File: src/rtl/tconv_pkg.sv
package tconv_pkg;

   typedef enum logic [1:0] {
      RATE_QUARTER_HZ = 2'b00,
      RATE_ONE_HZ     = 2'b01,
      RATE_FOUR_HZ    = 2'b10,
      RATE_EIGHT_HZ   = 2'b11
   } rate_e;

   // Longest period, counted in 125 ms units
   localparam int unsigned UNITS_MAX = 32;

   function automatic int unsigned rate_units(input logic [1:0] code);
      int unsigned u;
      case (rate_e'(code))
         RATE_QUARTER_HZ: u = 32;
         RATE_ONE_HZ:     u = 8;
         RATE_FOUR_HZ:    u = 2;
         default:         u = 1;
      endcase
      return u;
   endfunction

endpackage

File: src/rtl/tconv_tick.sv
module tconv_tick #(
   parameter int CLK_PER_TICK = 1000
) (
   input  logic clk,
   input  logic rst_n,
   input  logic clr,
   output logic tick
);

   if (CLK_PER_TICK < 1) begin : g_bad_div
      $error("tconv_tick: CLK_PER_TICK must be at least 1");
   end

   if (CLK_PER_TICK == 1) begin : g_direct
      logic unused_clr;
      assign unused_clr = clr;
      assign tick = 1'b1;
   end else begin : g_div
      localparam int PW = $clog2(CLK_PER_TICK);
      localparam logic [PW-1:0] LAST = PW'(CLK_PER_TICK - 1);
      logic [PW-1:0] pre_q;

      always_ff @(posedge clk or negedge rst_n) begin
         if (!rst_n)             pre_q <= '0;
         else if (clr)           pre_q <= '0;
         else if (pre_q == LAST) pre_q <= '0;
         else                    pre_q <= pre_q + 1'b1;
      end

      assign tick = (pre_q == LAST);

      // Divided tick never lasts two cycles in a row
      assert_tick_single_R1: assert property (@(posedge clk) disable iff (!rst_n)
         tick |=> !tick);
   end

endmodule

File: src/rtl/tconv_period.sv
module tconv_period
   import tconv_pkg::*;
#(
   parameter int TICKS_UNIT = 125
) (
   input  logic       clk,
   input  logic       rst_n,
   input  logic [1:0] rate,
   input  logic       tick,
   input  logic       restart,
   output logic       hit
);

   if (TICKS_UNIT < 1) begin : g_bad_unit
      $error("tconv_period: TICKS_UNIT must be at least 1");
   end

   localparam int CNT_MAX = UNITS_MAX * TICKS_UNIT;
   localparam int CNT_W   = $clog2(CNT_MAX + 1);
   localparam logic [CNT_W-1:0] SAT = CNT_W'(CNT_MAX);

   logic [CNT_W-1:0] cnt_q;
   logic [CNT_W-1:0] period;
   logic [CNT_W:0]   cnt_inc;

   assign period  = CNT_W'(rate_units(rate) * TICKS_UNIT);
   assign cnt_inc = {1'b0, cnt_q} + {{CNT_W{1'b0}}, 1'b1};

   // Saturating tick count since the last launch
   always_ff @(posedge clk or negedge rst_n) begin
      if (!rst_n)                    cnt_q <= '0;
      else if (restart)              cnt_q <= '0;
      else if (tick && cnt_q != SAT) cnt_q <= cnt_q + 1'b1;
   end

   // Expired already, or expires with this tick
   assign hit = (cnt_q >= period) || (tick && (cnt_inc >= {1'b0, period}));

   // A saturated count keeps the request alive until it is served
   assert_hit_held_R3: assert property (@(posedge clk) disable iff (!rst_n)
      (hit && !restart && $stable(rate)) |=> hit);

endmodule

File: src/rtl/tconv_oneshot.sv
module tconv_oneshot (
   input  logic clk,
   input  logic rst_n,
   input  logic ss_wr,
   input  logic sleep_cfg,
   input  logic launch,
   input  logic done_ev,
   output logic pend,
   output logic own
);

   logic pend_q;
   logic own_q;

   always_ff @(posedge clk or negedge rst_n) begin
      if (!rst_n)                 pend_q <= 1'b0;
      else if (done_ev && own_q)  pend_q <= 1'b0;
      else if (ss_wr && sleep_cfg) pend_q <= 1'b1;
   end

   // Marks the outstanding conversion as the one-shot one
   always_ff @(posedge clk or negedge rst_n) begin
      if (!rst_n)       own_q <= 1'b0;
      else if (launch)  own_q <= pend_q;
      else if (done_ev) own_q <= 1'b0;
   end

   assign pend = pend_q;
   assign own  = own_q;

   assert_ss_ignored_R8: assert property (@(posedge clk) disable iff (!rst_n)
      (!pend_q && !sleep_cfg) |=> !pend_q);

   assert_ss_hold_R5: assert property (@(posedge clk) disable iff (!rst_n)
      (pend_q && !(own_q && done_ev)) |=> pend_q);

endmodule

File: src/rtl/tconv_sched.sv
module tconv_sched
   import tconv_pkg::*;
#(
   parameter int CLK_PER_TICK = 1000,
   parameter int TICKS_UNIT   = 125,
   parameter int TEMP_W       = 12
) (
   input  logic              clk,
   input  logic              rst_n,
   input  logic [1:0]        rate_sel,
   input  logic              sleep_en,
   input  logic              oneshot_wr,
   output logic              oneshot_busy,
   output logic              conv_start,
   input  logic              conv_done,
   input  logic [TEMP_W-1:0] conv_data,
   output logic [TEMP_W-1:0] temp_value
);

   if (TEMP_W < 2) begin : g_bad_width
      $error("tconv_sched: TEMP_W must be at least 2");
   end

   logic              boot_q;
   logic              busy_q;
   logic              start_q;
   logic [TEMP_W-1:0] temp_q;
   logic              tick;
   logic              hit;
   logic              go;
   logic              done_ev;
   logic              ss_pend;
   logic              ss_own;

   assign done_ev = conv_done && busy_q;
   assign go = !busy_q && (boot_q || ss_pend || (!sleep_en && hit));

   tconv_tick #(.CLK_PER_TICK(CLK_PER_TICK)) i_tick (
      .clk   (clk),
      .rst_n (rst_n),
      .clr   (go),
      .tick  (tick)
   );

   tconv_period #(.TICKS_UNIT(TICKS_UNIT)) i_period (
      .clk     (clk),
      .rst_n   (rst_n),
      .rate    (rate_sel),
      .tick    (tick),
      .restart (go),
      .hit     (hit)
   );

   tconv_oneshot i_oneshot (
      .clk       (clk),
      .rst_n     (rst_n),
      .ss_wr     (oneshot_wr),
      .sleep_cfg (sleep_en),
      .launch    (go),
      .done_ev   (done_ev),
      .pend      (ss_pend),
      .own       (ss_own)
   );

   always_ff @(posedge clk or negedge rst_n) begin
      if (!rst_n) begin
         boot_q  <= 1'b1;
         busy_q  <= 1'b0;
         start_q <= 1'b0;
      end else begin
         start_q <= go;
         if (go) begin
            boot_q <= 1'b0;
            busy_q <= 1'b1;
         end else if (done_ev) begin
            busy_q <= 1'b0;
         end
      end
   end

   always_ff @(posedge clk or negedge rst_n) begin
      if (!rst_n)       temp_q <= '0;
      else if (done_ev) temp_q <= conv_data;
   end

   assign conv_start   = start_q;
   assign oneshot_busy = ss_pend;
   assign temp_value   = temp_q;

   assert_start_pulse_R3: assert property (@(posedge clk) disable iff (!rst_n)
      start_q |=> !start_q);

   assert_no_start_busy_R3: assert property (@(posedge clk) disable iff (!rst_n)
      busy_q |=> !start_q);

   assert_temp_hold_R7: assert property (@(posedge clk) disable iff (!rst_n)
      !(conv_done && busy_q) |=> $stable(temp_q));

   assert_sleep_blocks_R4: assert property (@(posedge clk) disable iff (!rst_n)
      (sleep_en && !ss_pend && !boot_q) |=> !start_q);

endmodule

File: config.mk
export PLATFORM = sky130hd
export DESIGN_NAME = tconv_sched
export DESIGN_NICKNAME = d
export VERILOG_FILES = /design/src/rtl/tconv_pkg.sv /design/src/rtl/tconv_tick.sv /design/src/rtl/tconv_period.sv /design/src/rtl/tconv_oneshot.sv /design/src/rtl/tconv_sched.sv
export SDC_FILE = /design/constraint.sdc
export NUM_CORES = 1
export LEC_CHECK = 0
export BUFFER_PORTS_ARGS = -buffer_cell sky130_fd_sc_hd__buf_2
export CAP_MARGIN = 20
export CORE_MARGIN = 1.5
export CORE_UTILIZATION = 46
export CTS_CLUSTER_SIZE = 12
export DETAILED_ROUTE_END_ITERATION = 7
export GPL_ROUTABILITY_DRIVEN = 0
export MAX_ROUTING_LAYER = met4
export PLACE_DENSITY = 0.72
export RECOVER_POWER = 100
export SLEW_MARGIN = 20
export SYNTH_ARGS = -nofsm -noshare
export SYNTH_HDL_FRONTEND = slang
export SYNTH_SLANG_ARGS = --single-unit
File: constraint.sdc
create_clock -name clk -period 2.7 [get_ports clk]
set_input_delay 0.405 -clock clk [delete_from_list [all_inputs] [get_ports clk]]
set_output_delay 0.405 -clock clk [all_outputs]
set_load 0.02 [all_outputs]
==> results of run 1 <==
[registers in the layout, summed over array words and instances (netlist names)]
name / cells
i_period.cnt_q: 12
i_oneshot.pend: 1
i_tick.g_div.pre_q: 10
busy_q: 1
i_oneshot.own: 1
temp_value: 12
boot_q: 1
conv_start: 1
[synthesized netlist by cell type (all sizes together) (3+ instances only)]
library cell | instances | area (µm²)
a21o | 5 | 37.54
a21oi | 24 | 131.4
a31oi | 4 | 40.04
and3 | 3 | 20.02
buf | 5 | 35.02
dfrtp | 38 | 950.9
ha | 38 | 475.5
inv | 14 | 52.55
mux2 | 12 | 135.1
nand2 | 14 | 55.06
nand3 | 16 | 90.09
nand4 | 8 | 65.06
nor2 | 10 | 37.54
nor2b | 3 | 18.77
nor3 | 12 | 65.06
nor4 | 3 | 48.80
o21ai | 6 | 30.03
o21bai | 3 | 22.52
or3 | 3 | 18.77
xnor2 | 11 | 96.34
xor2 | 20 | 175.2
[repair_timing]
| action | CTS | global route |
|---|---|---|
| pin swaps | 15 | 11 |
| endpoints found under the setup margin | 25 | 25 |
| gates cloned | 1 | 0 |
| gates resized for setup | 27 | 20 |
| buffers inserted | 7 | 0 |
[routing by layer]
metal	vias up	GRT usage [%]
met5	-	-
met4	0	6.441
met3	11	4.444
met2	52	35.04
met1	1152	27.98
li1	1177	-
[per-stage QoR]
step,hold WS [ns],cells
floorplan,0.1094,279
global placement,0.4774,421
detailed placement,0.4885,421
CTS,0.2324,437
global route,0.3220,437
finish,0.3219,437
[logic make-up after synthesis]
family,after synthesis
AND/OR/NAND/NOR,85
AO/OA/AOI/OAI,54
flip-flops,39
adder cells (fa/ha/maj),38
XOR/XNOR,31
buffers and inverters,19
multiplexers,13
[worst max-delay path, cell delays in order]
cell	delay, ns
buf_8	0.08
clkinvlp_4	0.13
ha_4	0.20
ha_4	0.24
ha_4	0.27
ha_4	0.20
ha_4	0.15
or3_1	0.32
a31oi_2	0.15
xor2_1	0.13
ha_1	0.32
nand3_2	0.06
or3_1	0.31
a221o_2	0.39
nand4_4	0.20
a22o_1	0.16
[final cells by class]
cell class                      count  share of cell area, %
Multi-Input combinational cell    222                  54.02
Sequential cell                    39                  25.02
Timing Repair Buffer               79                  14.10
Tap cell                           75                  2.403
Clock buffer                        5                  1.762
Inverter                           14                  1.506
Clock inverter                      3                  1.186
[power groups by stage]
stage / logic (mW) / registers (mW) / clock network (mW)
after detailed placement: 0.955 / 0.842 / 0
after global routing: 1.25 / 0.860 / 0.534
after floorplan: 0.520 / 0.962 / 0
final: 1.16 / 0.839 / 0.503
after global placement: 0.926 / 0.835 / 0
after CTS: 1.12 / 0.833 / 0.512
[path summary, 6_finish.rpt]
path	to	slack, ns	cells past startpoint
hold / removal	i_oneshot.pend	0.32	2
hold reg to reg	i_oneshot.pend	0.51	1
setup / recovery	busy_q	-0.80	16
setup reg to reg	busy_q	-0.05	11
max in group asynchronous	i_period.cnt_q[4]	0.86	1
min in group asynchronous	temp_value[10]	0.67	1
==> summary.md, run 1 <==
| Metric | Value |
|---|---|
| Final Power | `approximately 2.5 mW` |
| Final worst-path cycle share | `129.8%` |
| Ys async rst share | `100.0%` |
| Die Ht | `81.61 µm` |
| XOR/XNOR share of the synthesized area | `about a tenth` |
| Synthesis warning total | `0` |
| Arr. time, crit path | `3.74 ns` |
| Switching share of power | `39.21%` |
| Vias/cell | `5.474` |
| Critical path class | `in2reg` |
| Mean post-synth cell area | `10.19 µm²` |
| Seq/Total Area, Yosys | `34.38%` |
| Num ports | `33` |
| First-pass GRT wire length | `10.75 mm` |
| Synth Area in Compound Gates | `between 10% and 20%` |
| Pin count of the biggest net entering global routing | `40` |
| Post-synth EDFFs | `0` |
| Cell-internal power | `1.520 mW` |
| Worst-Skew Late Latency | `~0.30 ns` |
| Met1 WL | `3.055 mm` |
| I/O Buffers | `32` |
| Startpoint types | `primary input` |
| Initial core utilization | `47.73%` |
| Setup ws final | `-0.8040 ns` |
| Sw Pwr | `980.2 µW` |
| Core area | `0.005956 mm²` |
| 1st-iter DRT viols | `98` |
| Multiplexer area fraction after synthesis | `under 10%` |
| Setup crit start | `rate_sel[1]` |
| DRT Wirelength | `6.772 mm` |
| Status | `finished with violations` |
| Crit-path max FO | `8` |
| Clock sinks | `39` |
| DRC viols | `0` |
| CTS buffer count | `5` |
| Power Density | `~640 mW/mm²` |
| Slew Viols, Final | `40` |
| #FFs+latches synth | `39` |
| Pre-Repair DR Iteration Count | `4` |
| Grt total ovfl | `0` |
| Clock Tree Buf Depth | `2` |
| Row Count | `28` |
| Hold path start | `conv_done` |
| GRT Total Usage | `21.85%` |
| Post-route core utilization | `65.57%` |
| Worst-Margin Slew | `2.030 ns` |
| Clock power frac | `20.1%` |
| Fmax | `285.4 MHz` |
| Final Cell Area | `0.003905 mm²` |
| Half-perimeter wire length after placement | `roughly 5 mm` |
| Vias in the first global route | `2342` |
| Die Width | `81.61 µm` |
| Element type at the critical path end | `register` |
| Nets | `between 400 and 500` |
| Clock-pin transition on the worst setup and hold timing paths | `~0.080 ns` |
| Fill cells | `between 400 and 500` |
| Leakage power | `roughly 1.7 nW` |
| Synthesized area | `0.002843 mm²` |
| Power share of the combinational group | `a little under half` |
| Slew HR | `-35.33%` |
| Die Area | `0.006660 mm²` |
| Antenna-violating nets left | `0` |
| Final Hold Violating Endpoints | `0` |
| CTS tree | `yes` |
| Met3 WL | `approximately 310 µm` |
| Placed Area | `0.003518 mm²` |
| Sequential power share | `33.6%` |
| Synthesized Nets | `between 300 and 400` |
| Met2 wire length | `roughly 3.3 mm` |
| Final setup vio count | `25` |
| Area taken by multi-input logic gates | `between 0.002 and 0.0025 mm²` |
| Post-Route Setup TNS | `-15.62 ns` |
| R2R Path Start | `i_period.cnt_q[0]` |
| Area Growth Syn to Fin | `37.37%` |
| Max-cap violations | `1` |
| Synth Area in Adders | `16.73%` |
| Failing checks | `capacitance limit, slew limit, setup timing` |
| Via count | `2392` |
| Final min period | `3.504 ns` |
| Number of diodes | `0` |
| Dpl ws | `-1.177 ns` |
| CTS H-tree depth | `2` |
| Cell count after synthesis | `279` |
| Main combinational cell family by area after synthesis | `simple AND/OR/NAND/NOR gates` |
| Post-detailed-route wirelength per cell | `15.50 µm` |
| Share of cells above drive strength 1 | `39.50%` |
| Clk_skew | `0.006627 ns` |
| Top_reg_cell synth | `dfrtp_1` |
| IR drop worst, VDD | `0.7661 mV` |
| Most frequent cells in the layout | `buf_4, dfrtp_1, ha_1` |
| Highest routing layer actually used | `met4` |
| Register area | `977.2 µm²` |
| Netlist cell types | `57` |
| Post-synthesis simple-gate area fraction | `a little under a fifth` |
| Initial antenna violation count | `0` |
| Hold_buf cts | `0` |
| Commonest non-fill, non-tap cell in the layout | `buf_4` |
| WP data required | `2.94 ns` |
| Clock root cell | `clkbuf_8` |
| RSZ-0062 raised after global routing | `true` |
| Class of the worst hold path | `in2reg` |
(Power assumes the default switching activity.)
==> run 2: changes to the inputs <==
--- a/config.mk
+++ b/config.mk
@@ -15,7 +15,8 @@
 export MAX_ROUTING_LAYER = met4
 export PLACE_DENSITY = 0.72
 export RECOVER_POWER = 100
-export SLEW_MARGIN = 20
+export SLEW_MARGIN = 10
 export SYNTH_ARGS = -nofsm -noshare
 export SYNTH_HDL_FRONTEND = slang
+export SYNTH_HIERARCHICAL = 1
 export SYNTH_SLANG_ARGS = --single-unit
==> summary.md, run 2 <==
| Metric | Value |
|---|---|
| Class of the worst hold path | `in2reg` |
| Share of cells above drive strength 1 | `29.66% (-9.8 points)` |
| Critical path class | `in2reg` |
| Synthesized area | `0.002821 mm² (-0.75%)` |
| Most frequent cells after synthesis | `ha_1, dfrtp_1, nor2_1` |
| Setup ws final | `-0.9189 ns (-0.1149 ns)` |
| Post-synth EDFFs | `0 (unchanged)` |
| Failing checks | `capacitance limit, slew limit, setup timing` |
| Most instantiated library cell after synthesis | `ha_1` |
| Vias/cell | `5.117 (-6.5%)` |
| Clock Tree Buf Depth | `2 (unchanged)` |
| Crit-path max FO | `5 (-3)` |
| DRC viols | `0 (unchanged)` |
| Area share of the largest cell type after synthesis | `33.70% (+0.25 points)` |
| Final Hold Violating Endpoints | `0 (unchanged)` |
| Initial antenna violation count | `0 (unchanged)` |
| RSZ-0062 raised after global routing | `true` |
| R2R Path End | `i_tick/g_div.pre_q[1]` |
| Post-detailed-route wirelength per cell | `13.69 µm (-12%)` |
| Worst R2R Path Depth | `13 (+2)` |
| Most frequent cells in the layout | `buf_4, dfrtp_1, ha_1` |
| Final min period | `3.619 ns (+0.1149 ns)` |
| Synthesis warning total | `6 (+6)` |
| Pin count of the biggest net entering global routing | `40 (unchanged)` |
| Core area | `0.005921 mm² (-0.59%)` |
| Half-perimeter wire length after placement | `4.601 mm (-8.5%)` |
| Worst-Skew Late Latency | `0.29 ns (about the same)` |
| CTS H-tree depth | `2 (unchanged)` |
| WP data required | `2.93 ns (about the same)` |
| Number of diodes | `0 (unchanged)` |
| CTS buffer count | `5 (unchanged)` |
| Slew HR | `-34.74% (+0.60 points)` |
| CTS tree | `yes` |
| Internal reg-to-reg setup slack | `-0.25 ns (-0.20 ns)` |
| Worst-Margin Slew | `2.021 ns (-0.008965 ns)` |
| Commonest non-fill, non-tap cell in the layout | `buf_4` |
| Vias in the first global route | `2111 (-9.9%)` |
| Leakage power | `1.728 nW (+0.35%)` |
| Clock sinks | `39 (unchanged)` |
| Synthesized Nets | `335 (-0.30%)` |
| Hold_buf cts | `0 (unchanged)` |
| Clock-pin transition on the worst setup and hold timing paths | `0.08 ns (about the same)` |
| Die Width | `81.32 µm (-0.36%)` |
| Initial core utilization | `47.65% (-0.077 points)` |
| Status | `finished with violations` |
| Row Count | `28 (unchanged)` |
| Arr. time, crit path | `3.84 ns (+0.10 ns)` |
| GRT Total Usage | `19.12% (-2.7 points)` |
| Clk_skew | `0.004287 ns (-0.002339 ns)` |
| Final worst-path cycle share | `134.0% (+4.3 points)` |
| IR drop worst, VDD | `0.5288 mV (-31%)` |
| R2R Path Start | `i_period/cnt_q[0]` |
| Seq/Total Area, Yosys | `34.63% (+0.26 points)` |
| Max-cap violations | `1 (unchanged)` |
| Die Area | `0.006612 mm² (-0.72%)` |
| 1st-iter DRT viols | `94 (-4.1%)` |
| Power Density | `543.8 mW/mm² (-15%)` |
| Post-route core utilization | `60.93% (-4.6 points)` |
| Clock root cell | `clkbuf_8` |
| Area leader, netlist | `dfrtp_1` |
| Cell count after synthesis | `276 (-1.1%)` |
| Element type at the critical path end | `register` |
| Hold Path Sink | `temp_value[2]` |
| #FFs+latches synth | `39 (unchanged)` |
| Hold Crit Depth | `2 (unchanged)` |
| Pre-Repair DR Iteration Count | `4 (unchanged)` |
| Num ports | `33 (unchanged)` |
| First-pass GRT wire length | `9.522 mm (-11%)` |
| Final setup vio count | `25 (unchanged)` |
| Area Growth Syn to Fin | `27.85%` |
| Grt total ovfl | `0 (unchanged)` |
| Hold path start | `conv_data[2]` |
| I/O Buffers | `32 (unchanged)` |
| Mean post-synth cell area | `10.22 µm² (+0.33%)` |
| Startpoint types | `primary input` |
| Ys async rst share | `100.0% (unchanged)` |
| Fmax | `276.3 MHz (-3.2%)` |
| Netlist cell types | `51 (-11%)` |
| Via count | `2195 (-8.2%)` |
| Main area contributors after synthesis | `dfrtp_1, ha_1, xor2_1` |
| Top_reg_cell synth | `dfrtp_1` |
| Nets | `412 (-1.4%)` |
| DRT Wirelength | `5.875 mm (-13%)` |
| Placed cells | `419 (-0.48%)` |
| Slew Viols, Final | `40 (unchanged)` |
| Fill cells | `490 (+6.3%)` |
| Die Ht | `81.32 µm (-0.36%)` |
| Antenna-violating nets left | `0 (unchanged)` |
| Final non-filler cell total | `429 (-1.8%)` |
==> run 2: power breakdown <==
part	leakage [nW]	switching [mW]	internal, mW	total, mW
sequential	0.500	0.107	0.720	0.827
clock	0.0412	0.201	0.180	0.381
combinational	1.19	0.429	0.324	0.753
total	1.73	0.737	1.22	1.96
==> run 2: area by class of cell <==
class | instances | area [µm²] | share of cell area (%)
Multi-Input combinational cell | 216 | 1883 | 52.20
Sequential cell | 39 | 977.2 | 27.09
Tap cell | 75 | 93.84 | 2.601
Timing Repair Buffer | 76 | 508.0 | 14.08
Clock buffer | 6 | 72.57 | 2.012
Inverter | 15 | 60.06 | 1.665
Clock inverter | 2 | 12.51 | 0.3469
==> run 2: critical path: stages <==
cell and delay, ns:
buf_4 0.13, buf_6 0.12, ha_4 0.16, ha_4 0.28, ha_4 0.20, ha_4 0.22
ha_4 0.15, or3_1 0.31, a31oi_1 0.17, xor2_1 0.24, ha_1 0.28, a21o_1 0.17
a21o_1 0.16, a21oi_2 0.11, nand4_1 0.12, nand2b_1 0.18, a21oi_4 0.11, o21bai_4 0.22
nor2_1 0.11
==> run 2: layer usage <==
layer / track usage [%] / share of wire, % / wire, µm
met5: - / 0 / 0
met4: 4.828 / 1.3 / 74
met3: 3.371 / 1.4 / 81
met2: 31.98 / 51 / 3025
met1: 23.83 / 46 / 2694
==> run 2: worst max path at each step <==
stage	slack (ns)	cells after the start	endpoint	start
final	-0.92	19	i_tick/g_div.pre_q[1]	rate_sel[0]
after global routing	-1.06	19	i_tick/g_div.pre_q[0]	rate_sel[1]
after CTS	-0.95	19	i_tick/g_div.pre_q[6]	rate_sel[1]
after detailed placement	-1.27	19	i_tick/g_div.pre_q[6]	rate_sel[1]
after global placement	-1.18	19	i_tick/g_div.pre_q[7]	rate_sel[1]
after floorplan	-0.89	18	i_tick/g_div.pre_q[0]	rate_sel[1]
==> run 2: cell families (layout without fill, tap and decap cells) <==
family | count (synthesis) | after routing | synth area share (%)
buffers and inverters | 21 | 99 | 3.902
muxes | 12 | 12 | 5.854
AOI/OAI and AO/OA | 39 | 39 | 9.712
xor gates and xnor gates | 30 | 30 | 9.313
DFF | 39 | 39 | 34.63
adders and majority gates | 40 | 40 | 17.74
and+or+nand+nor | 95 | 95 | 18.85
==> run 2: repair_timing <==
action,4_1_cts,5_1_grt
hold endpoints to repair,0,0
setup endpoints to repair,25,25
pin swaps,14,9
setup buffers,2,2
resized for setup,13,4
==> run 2: through the flow <==
step / hold slack [ns] / power, mW / TNS, ns / worst slack (ns) / cell area [µm²]
finish: 0.3269 / 1.962 / -21.57 / -0.9189 / 3607
global route: 0.3182 / 2.105 / -25.02 / -1.063 / 3607
CTS: 0.2552 / 2.052 / -21.94 / -0.9466 / 3636
detailed placement: 0.4582 / 1.648 / -30.04 / -1.266 / 3490
global placement: 0.4426 / 1.617 / -27.95 / -1.177 / 3490
floorplan: 0.1094 / 1.374 / -20.10 / -0.8918 / 2972
==> run 3: changes to the inputs <==
==> constraint.sdc (replaced) <==
create_clock -name clk -period 2.7 [get_ports clk]
set_input_delay 0.405 -clock clk [delete_from_list [all_inputs] [get_ports clk]]
set_output_delay 0.405 -clock clk [all_outputs]
set_load 0.05 [all_outputs]
==> summary.md, run 3 (synthesized netlist as in run 2, its figures left out) <==
| Metric | Value |
|---|---|
| 1st-iter DRT viols | `74 (-21%)` |
| I/O Buffers | `32 (unchanged)` |
| Final worst-path cycle share | `132.9% (-1.1 points)` |
| Worst R2R Path Depth | `13 (unchanged)` |
| DRT Wirelength | `5.959 mm (+1.4%)` |
| Clk_skew | `0.01076 ns (+0.006474 ns)` |
| Power Density | `603.0 mW/mm² (+11%)` |
| Core area | `0.005921 mm² (unchanged)` |
| Number of diodes | `0 (unchanged)` |
| Clock Tree Buf Depth | `2 (unchanged)` |
| Die Width | `81.32 µm (unchanged)` |
| Switching share of power | `43.51% (+5.9 points)` |
| Startpoint types | `primary input` |
| Initial antenna violation count | `0 (unchanged)` |
| Commonest non-fill, non-tap cell in the layout | `buf_4` |
| Pin count of the biggest net entering global routing | `40 (unchanged)` |
| Final min period | `3.589 ns (-0.02949 ns)` |
| WP data required | `2.92 ns (about the same)` |
| Pre-Repair DR Iteration Count | `4 (unchanged)` |
| Max-cap violations | `1 (unchanged)` |
| Status | `finished with violations` |
| Failing checks | `capacitance limit, slew limit, setup timing` |
| Critical path class | `in2reg` |
| Sw Pwr | `960.3 µW (+30%)` |
| Via count | `2240 (+2.1%)` |
| Vias/cell | `5.221 (+2.1%)` |
| GRT Total Usage | `19.82% (+0.71 points)` |
| Cell-internal power | `1.247 mW (+1.8%)` |
| CTS H-tree depth | `2 (unchanged)` |
| Final non-filler cell total | `429 (unchanged)` |
| Arr. time, crit path | `3.81 ns (-0.03 ns)` |
| Half-perimeter wire length after placement | `4.679 mm (+1.7%)` |
| Clock root cell | `clkbuf_8` |
| IR drop worst, VDD | `0.6276 mV (+19%)` |
| RSZ-0062 raised after global routing | `true` |
| Placed cells | `420 (+0.24%)` |
| Power share of the combinational group | `44.9% (+6.5 points)` |
| Initial core utilization | `47.65% (unchanged)` |
| Hold Crit Depth | `2 (unchanged)` |
| Worst-Margin Slew | `2.018 ns (-0.003539 ns)` |
| Share of cells above drive strength 1 | `33.33% (+3.7 points)` |
| Final hold slack | `0.3268 ns (-0.0001330 ns)` |
| Grt total ovfl | `0 (unchanged)` |
| Fmax | `278.6 MHz (+0.82%)` |
| Clock-pin transition on the worst setup and hold timing paths | `0.07 ns (about the same)` |
| Worst-Skew Late Latency | `0.29 ns (about the same)` |
| Fill cells | `498 (+1.6%)` |
| Crit-path max FO | `5 (unchanged)` |
| Clock power frac | `17.6% (-1.8 points)` |
| Antenna-violating nets left | `0 (unchanged)` |
| Slew HR | `-34.50% (+0.24 points)` |
| Die Area | `0.006612 mm² (unchanged)` |
| Nets | `413 (+0.24%)` |
| Setup ws final | `-0.8894 ns (+0.02949 ns)` |
| Class of the worst hold path | `in2reg` |
| Leakage power | `1.739 nW (+0.64%)` |
| Final setup vio count | `25 (unchanged)` |
| DRC viols | `0 (unchanged)` |
| Hold_buf cts | `0 (unchanged)` |
| Area Growth Syn to Fin | `29.71%` |
| Die Ht | `81.32 µm (unchanged)` |
| Num ports | `33 (unchanged)` |
| Element type at the critical path end | `register` |
| CTS buffer count | `5 (unchanged)` |
| First-pass GRT wire length | `9.798 mm (+2.9%)` |
| CTS tree | `yes` |
| Most frequent cells in the layout | `buf_4, dfrtp_1, ha_1` |
| Slew Viols, Final | `40 (unchanged)` |
| Final Hold Violating Endpoints | `0 (unchanged)` |
| Row Count | `28 (unchanged)` |
| Vias in the first global route | `2210 (+4.7%)` |
| Sequential power share | `37.5% (-4.7 points)` |
| Post-detailed-route wirelength per cell | `13.89 µm (+1.4%)` |
| Clock sinks | `39 (unchanged)` |
[run 3: cell count changes in the layout (fill, tap and decap cells not counted), sizes merged]
cell | previous run | this run
buf | 61 | 62
clkinvlp | 2 | 1
[run 3: final timing paths]
path | end | slack [ns] | startpoint
setup / recovery | i_tick/g_div.pre_q[3] | -0.89 | rate_sel[1]
hold / removal | temp_value[8] | 0.33 | conv_data[8]
setup reg to reg | i_tick/g_div.pre_q[3] | -0.20 | i_period/cnt_q[0]
hold reg to reg | i_oneshot/pend | 0.46 | i_oneshot/own
max in group asynchronous | i_tick/g_div.pre_q[1] | 0.86 | rst_n
min in group asynchronous | i_period/cnt_q[10] | 0.68 | rst_n
[run 3: cell type report]
type / instances / area (µm²) / area share (%)
repair buffers: 77 / 519.2 / 14.19
multi-input cells: 216 / 1919 / 52.44
inverters: 15 / 62.56 / 1.709
clock buffers: 6 / 82.58 / 2.256
well taps: 75 / 93.84 / 2.564
flip-flops and latches: 39 / 977.2 / 26.70
clock inverters: 1 / 5.005 / 0.1368
[run 3: layer usage]
| layer | vias up | part of all wire (%) | GRT usage [%] |
|---|---|---|---|
| met4 | 0 | 2.1 | 7.069 |
| met3 | 16 | 1.8 | 3.708 |
| met1 | 1077 | 44 | 23.63 |
| li1 | 1129 | - | - |
| met2 | 18 | 52 | 33.31 |
| met5 | - | 0 | - |
[run 3: worst max-delay path: stages]
cell        delay (ns)
buf_8             0.08
clkinvlp_4        0.14
ha_4              0.21
ha_4              0.25
ha_4              0.26
ha_4              0.19
ha_4              0.15
or3_1             0.29
a31oi_1           0.16
xor2_1            0.25
ha_1              0.29
a21o_1            0.16
a21o_1            0.16
a21oi_2           0.12
nand4_1           0.10
nand2b_1          0.15
a21oi_4           0.10
o21bai_4          0.21
nor2_1            0.11
[run 3: metrics by stage]
step,instance area (µm²),total power [mW],setup slack [ns],utilization [%],setup TNS (ns)
after global placement,3497,1.839,-1.181,59.07,-28.18
final,3660,2.207,-0.8894,61.81,-20.76
after global routing,3660,2.346,-1.090,61.81,-25.18
after detailed placement,3497,1.866,-1.284,59.07,-30.70
after floorplan,2972,1.590,-0.8922,-,-20.10
after CTS,3655,2.280,-0.9668,61.73,-22.33
[run 3: power groups by stage]
stage                     Sequential, mW  Clock (mW)  Combinational, mW
after floorplan                     1.16           0              0.433
after global placement             0.831           0               1.01
after detailed placement           0.835           0               1.03
after CTS                          0.828       0.398               1.05
after global routing               0.848       0.429               1.07
final                              0.828       0.388              0.991
[run 3: repair_timing]
item / CTS / global route
gates resized for setup: 17 / 12
setup endpoints to repair: 25 / 25
pin swaps: 14 / 12
endpoints found under the hold margin: 0 / 0
setup buffers: 2 / 0
